[src/rtl/frame_link_pkg.sv]
package frame_link_pkg;

  localparam logic [7:0] C_ENQ  = 8'h05;
  localparam logic [7:0] C_STX  = 8'h02;
  localparam logic [7:0] C_ACK  = 8'h06;
  localparam logic [7:0] C_EOT  = 8'h04;
  localparam logic [7:0] C_NACK = 8'h15;

  typedef enum logic [2:0] {
    ST_IDLE,   // no transaction, monitor stream owns the transmitter
    ST_WSTX,   // enquiry seen, waiting for the start byte
    ST_HSK,    // sending the opening acknowledge
    ST_BODY,   // collecting payload bytes
    ST_CMD,    // payload handed over, waiting for the command verdict
    ST_REPLY   // sending the final verdict byte
  } link_st_e;

  // Final verdict: refuse on buffer overflow or on a failed command.
  function automatic logic [7:0] verdict_code(input logic ovf, input logic ok);
    return (!ovf && ok) ? C_ACK : C_NACK;
  endfunction

  // True once the stored count has reached the buffer capacity.
  function automatic logic buf_full(input int unsigned cnt, input int unsigned cap);
    return cnt >= cap;
  endfunction

endpackage

[src/rtl/frame_link_timer.sv]
module frame_link_timer #(
  parameter int TIMEOUT_CYC = 100000,
  localparam int CW = $clog2(TIMEOUT_CYC + 1)
) (
  input  logic clk,
  input  logic rst_n,
  input  logic run,
  input  logic kick,
  output logic expired
);

  logic [CW-1:0] cnt_q;

  always_ff @(posedge clk or negedge rst_n) begin
    if (!rst_n)
      cnt_q <= '0;
    else if (!run || kick)
      cnt_q <= '0;
    else if (cnt_q != CW'(TIMEOUT_CYC))
      cnt_q <= cnt_q + 1'b1;
  end

  assign expired = run && !kick && (cnt_q == CW'(TIMEOUT_CYC));

endmodule

[src/rtl/frame_link_buf.sv]
module frame_link_buf #(
  parameter int DEPTH = 256,
  localparam int AW = $clog2(DEPTH)
) (
  input  logic          clk,
  input  logic          wr_en,
  input  logic [AW-1:0] wr_addr,
  input  logic [7:0]    wr_data,
  input  logic [AW-1:0] rd_addr,
  output logic [7:0]    rd_data
);

  logic [7:0] mem_q [DEPTH];

  always_ff @(posedge clk) begin
    if (wr_en)
      mem_q[wr_addr] <= wr_data;
  end

  assign rd_data = mem_q[rd_addr];

endmodule

[src/rtl/frame_link.sv]
module frame_link
  import frame_link_pkg::*;
#(
  parameter int DEPTH       = 256,
  parameter int TIMEOUT_CYC = 100000,
  localparam int AW = $clog2(DEPTH),
  localparam int LW = $clog2(DEPTH + 1)
) (
  input  logic          clk,
  input  logic          rst_n,
  input  logic          rx_valid,
  input  logic [7:0]    rx_data,
  output logic          tx_valid,
  output logic [7:0]    tx_data,
  input  logic          tx_ready,
  input  logic          mon_valid,
  input  logic [7:0]    mon_data,
  output logic          mon_ready,
  output logic          pl_valid,
  output logic [LW-1:0] pl_len,
  input  logic [AW-1:0] rd_addr,
  output logic [7:0]    rd_data,
  input  logic          cmd_done,
  input  logic          cmd_ok
);

  link_st_e      st_q, st_d;
  logic [LW-1:0] len_q;
  logic          err_q;
  logic [7:0]    reply_q;

  // Named internal events, also observed by the checker.
  logic idle_w, wait_w, reply_w, hsk_w;
  logic tmo_w, eot_w, data_w, store_w, ovf_evt_w, full_w;

  assign idle_w  = (st_q == ST_IDLE);
  assign wait_w  = (st_q == ST_CMD);
  assign reply_w = (st_q == ST_REPLY);
  assign hsk_w   = (st_q == ST_HSK);

  assign eot_w     = (st_q == ST_BODY) && rx_valid && (rx_data == C_EOT);
  assign data_w    = (st_q == ST_BODY) && rx_valid && (rx_data != C_EOT);
  assign full_w    = buf_full(int'(len_q), DEPTH);
  assign store_w   = data_w && !full_w;
  assign ovf_evt_w = data_w && full_w;

  frame_link_timer #(.TIMEOUT_CYC(TIMEOUT_CYC)) timer_i (
    .clk     (clk),
    .rst_n   (rst_n),
    .run     ((st_q == ST_WSTX) || (st_q == ST_BODY)),
    .kick    (rx_valid),
    .expired (tmo_w)
  );

  frame_link_buf #(.DEPTH(DEPTH)) buf_i (
    .clk     (clk),
    .wr_en   (store_w),
    .wr_addr (len_q[AW-1:0]),
    .wr_data (rx_data),
    .rd_addr (rd_addr),
    .rd_data (rd_data)
  );

  always_comb begin
    st_d = st_q;
    unique case (st_q)
      ST_IDLE:  if (rx_valid && rx_data == C_ENQ) st_d = ST_WSTX;
      ST_WSTX: begin
        if (tmo_w)         st_d = ST_IDLE;
        else if (rx_valid) st_d = (rx_data == C_STX) ? ST_HSK : ST_IDLE;
      end
      ST_HSK:   if (tx_ready) st_d = ST_BODY;
      ST_BODY: begin
        if (tmo_w)      st_d = ST_IDLE;
        else if (eot_w) st_d = (err_q || ovf_evt_w) ? ST_REPLY : ST_CMD;
      end
      ST_CMD:   if (cmd_done) st_d = ST_REPLY;
      ST_REPLY: if (tx_ready) st_d = ST_IDLE;
      default:  st_d = ST_IDLE;
    endcase
  end

  always_ff @(posedge clk or negedge rst_n) begin
    if (!rst_n) begin
      st_q    <= ST_IDLE;
      len_q   <= '0;
      err_q   <= 1'b0;
      reply_q <= C_NACK;
    end else begin
      st_q <= st_d;
      if (hsk_w) begin
        len_q <= '0;
        err_q <= 1'b0;
      end
      if (store_w)   len_q <= len_q + 1'b1;
      if (ovf_evt_w) err_q <= 1'b1;
      if (eot_w && err_q) reply_q <= verdict_code(1'b1, 1'b0);
      if (wait_w && cmd_done) reply_q <= verdict_code(err_q, cmd_ok);
    end
  end

  assign tx_valid  = idle_w ? mon_valid : (hsk_w || reply_w);
  assign tx_data   = idle_w ? mon_data : (hsk_w ? C_ACK : reply_q);
  assign mon_ready = idle_w && tx_ready;
  assign pl_valid  = wait_w;
  assign pl_len    = len_q;

endmodule

[config.mk]
export PLATFORM = sky130hd
export DESIGN_NAME = frame_link
export DESIGN_NICKNAME = d
export VERILOG_FILES = /design/src/rtl/frame_link_pkg.sv /design/src/rtl/frame_link_timer.sv /design/src/rtl/frame_link_buf.sv /design/src/rtl/frame_link.sv
export SDC_FILE = /design/constraint.sdc
export NUM_CORES = 2
export LEC_CHECK = 0
export BUFFER_PORTS_ARGS = -buffer_cell sky130_fd_sc_hd__buf_2
export CAP_MARGIN = 30
export CORE_ASPECT_RATIO = 0.9
export CORE_MARGIN = 3
export CORE_UTILIZATION = 50
export CTS_CLUSTER_SIZE = 10
export DETAILED_ROUTE_END_ITERATION = 6
export PLACE_DENSITY = 0.61
export SKIP_LAST_GASP = 1
export SYNTH_ARGS = -nofsm -noshare
export SYNTH_HDL_FRONTEND = slang
export SYNTH_SLANG_ARGS = --single-unit
[constraint.sdc]
create_clock -name clk -period 3.1 [get_ports clk]
set_input_delay 0.155 -clock clk [delete_from_list [all_inputs] [get_ports clk]]
set_output_delay 0.155 -clock clk [all_outputs]
set_load 0.05 [all_outputs]
==> reports/qor.txt <==
Status: finished, violations left
Failing checks: negative setup slack
Largest family of logic cells by synthesized area: multiplexers
Top_reg_cell synth: edfxtp_1
Largest net degree at the start of global routing: 156
Switch share: 21.5%
Core Region: 0.161 mm2
Fmax: 295 MHz
Vias per cell: 6.27
Total Die Area: 0.168 mm2
Top Ports: 59
Clock transition at the registers of the reported paths: 60 ps
Met1 wire length: 87.0 mm
Die Height: 389 um
Detail Route Antenna Nets: 0
DP HPWL: 129 mm
Final Cycle Share: 109%
Worst slew pin tran: 1050 ps
Distinct cells, synth: 73
Final setup viols: 8
Cts bufs inserted: 227
Grt ovf: 0
Max Root-Sink Buffers: 3
CTS tree: done
Commonest cells post-synth: edfxtp_1 (2048), mux4_2 (402), nor2_1 (317), mux2i_1 (176), a22oi_1 (159)
Crit. End Element: output port
Switching power of the nets: 12.5 mW
Worst rel slew slack: 30.1%
GPL Wtd Cong: 0.869
Via count: 41461
Synth Instances: 3998
Met3 routed WL: 16.8 mm
CP Max Fanout: 1
Total Routed Length: 205 mm
Crit Path Class: register to output port
Yosys warning count: 0
Final worst setup slack: -285 ps
Slowest stage cell, crit path: mux4_2
Multiplexer share of the synthesized area: 14.0%
Final Hold Vio Count: 0
Maxcap violations: 0
DR DRC count: 0
Rows: 139
Required time of the critical path: 2940 ps
Initial Util: 50.7%
Crit start category: register
Area growth, synth to finish: 15.6%
Clk sinks: 2080
WL met2: 96.2 mm
PortBufs: 58
Non-Filler Instances: 6615
Critical Path AT: 3230 ps
Setup Skew: 31.5 ps
Xor/xnor share of the synthesized area: 0.129%
Nets@finish: 4486
Synthesized area per cell: 20.4 um2
Core Util, Final: 58.6%
H-tree depth: 4
Highest Signal Layer: met5
Antenna violations before repair: 2
Crit path cell chain: mux4_2, mux2_4, o21ai_2, a21oi_2, a311o_1, nand4_1, a211oi_4, buf_12
Reg power frac: 53.3%
R2r setup slk: 290 ps
Sequential area share after synthesis: 76.5%
Vias in the first global route: 41923
Skew-Pair Late Insertion Delay: 840 ps
Adder-cell share of the synthesized area: 0.0922%
Crit path time final: 3380 ps
Post-Syn Nets: 4035
Pwr Total: 58.0 mW
Pleak: 30.0 nW
Layout cells sized above 1: 27.6%
Hold Crit Class: input port to register
TritonRoute pass-1 iters: 7
Internal power: 45.5 mW
Syn Std Cell Area: 0.0814 mm2
Final-report max-slew violation count: 0
Logic pwr share: 6.4%
Placed cell count: 6318
First DRT Iteration DRCs: 4394
PwrDens: 616 mW/mm2
Slowest cell delay on critical path: 470 ps
VDD IR max: 533 uV
Simple-gate share of the synthesized area: 3.22%
Compound-Gate Fraction of Synth Area: 4.06%
Unrepaired setup endpoints after global routing: true
Yosys top cell area share: 75.5%
Routed wire length per instance: 30.9 um
Overall Global Routing Usage: 24.5%
EDFF count, synth: 2048
Synth async-reset ratio: 1.54%
Power share of the clock group: 40.3%
First-pass GRT wire length: 298 mm
Top cells by area, synth: edfxtp_1 (76%), mux4_2 (11%), mux2i_1 (2.2%)
# Post-CTS Setup Buffers: 0
Area leader, netlist: edfxtp_1
FF+latch count, synth: 2080
Root Driver: clkbuf_16
Chip width: 431 um
Top-count cell post-synth: edfxtp_1
[worst paths after layout]
| check | from | endpoint | depth (start not counted) |
|---|---|---|---|
| min in group asynchronous | rst_n | reply_q[0]$_DFFE_PN1P_ | 3 |
| hold / removal | rx_data[3] | buf_i.mem_q[225][3]$_DFFE_PP_ | 2 |
| setup / recovery | buf_i.mem_q[3][0]$_DFFE_PP_ | rd_data[0] | 8 |
| setup reg to reg | timer_i.cnt_q[0]$_DFFE_PN0N_ | st_q[2]$_DFFE_PN0P_ | 10 |
| max in group asynchronous | rst_n | pl_len[6]$_DFFE_PN0P_ | 4 |
| hold reg to reg | timer_i.cnt_q[16]$_DFFE_PN0N_ | timer_i.cnt_q[16]$_DFFE_PN0N_ | 2 |
[flip-flops by register name (all words and copies together), names as in the netlist]
signal         cells
reply_q            2
pl_len             9
st_q               3
timer_i.cnt_q     17
buf_i.mem_q     2048
err_q              1
[layout by cell type, fill, tap and decap left out, drive strengths merged, types with 13 or more instances in the layout]
cell type | synthesis | routed
nand3 | 44 | 44
buf | 157 | 443
nand2 | 68 | 68
a22o | 19 | 19
nor4 | 15 | 15
dfrtp | 31 | 31
a221oi | 16 | 16
a22oi | 159 | 159
nand2b | 15 | 15
mux2i | 176 | 176
nor2b | 23 | 23
a21oi | 99 | 99
clkbuf | 82 | 263
o21ai | 44 | 44
o22ai | 42 | 42
nor2 | 318 | 318
nor3 | 26 | 26
inv | 8 | 13
mux4 | 421 | 421
edfxtp | 2048 | 2048
nand4 | 17 | 17
o221ai | 32 | 32
dlygate4sd3 | 0 | 17
[stage by stage]
stage	TNS (ps)	setup WS [ps]	cell area [um2]	hold slack (ps)
after floorplan	0	190	81400	-141
after global placement	-4400	-684	86900	255
after detailed placement	-3880	-619	87000	267
after CTS	-1850	-415	93800	6.75
after global routing	-1750	-372	94100	21.5
final	-1020	-285	94100	18.6
[power groups by stage]
stage,Combinational (mW),Sequential (mW),Clock (mW)
after floorplan,1.78,31.5,0
after global placement,3.45,31.5,0
after detailed placement,3.49,31.5,0
after CTS,3.66,30.9,23.8
after global routing,3.91,30.9,24.9
final,3.71,30.9,23.4
[cell families (layout without fill, tap and decap cells)]
| group | after synthesis | count (layout) |
|---|---|---|
| other cells | 0 | 1 |
| simple gates | 567 | 567 |
| buf+inv | 247 | 748 |
| mux | 607 | 607 |
| fa+ha+maj | 6 | 6 |
| flops | 2080 | 2080 |
| xor+xnor | 12 | 12 |
| compound gates | 479 | 479 |
[area by class of cell]
type	count	area, um2
tap	2115	2650
timing repair buffer	461	4710
inverter	8	30.0
clock buffer	263	5880
fill	11701	66600
clock inverter	16	246
multi-input combinational	1671	18300
sequential	2080	62300
antenna	1	2.50
[routing by layer]
metal	track usage, %	up-vias
met1	36.6	22013
li1	-	17455
met3	5.22	279
met4	5.76	2
met2	37.6	1712
met5	0.259	-
[repair_timing]
action	CTS	global route
gates resized for setup	117	45
cloned	1	0
endpoints found under the hold margin	219	0
pin swaps	37	33
setup endpoints to repair	8	10
hold buffers	18	0
[worst max-delay path, delay by kind of cell, from the launching register on]
family	cells	cell delay, ps
AOI/OAI and AO/OA	4	770
buffers and inverters	1	170
DFF	1	370
muxes	2	780
and+or+nand+nor	1	310
(Power assumes the default switching activity.)
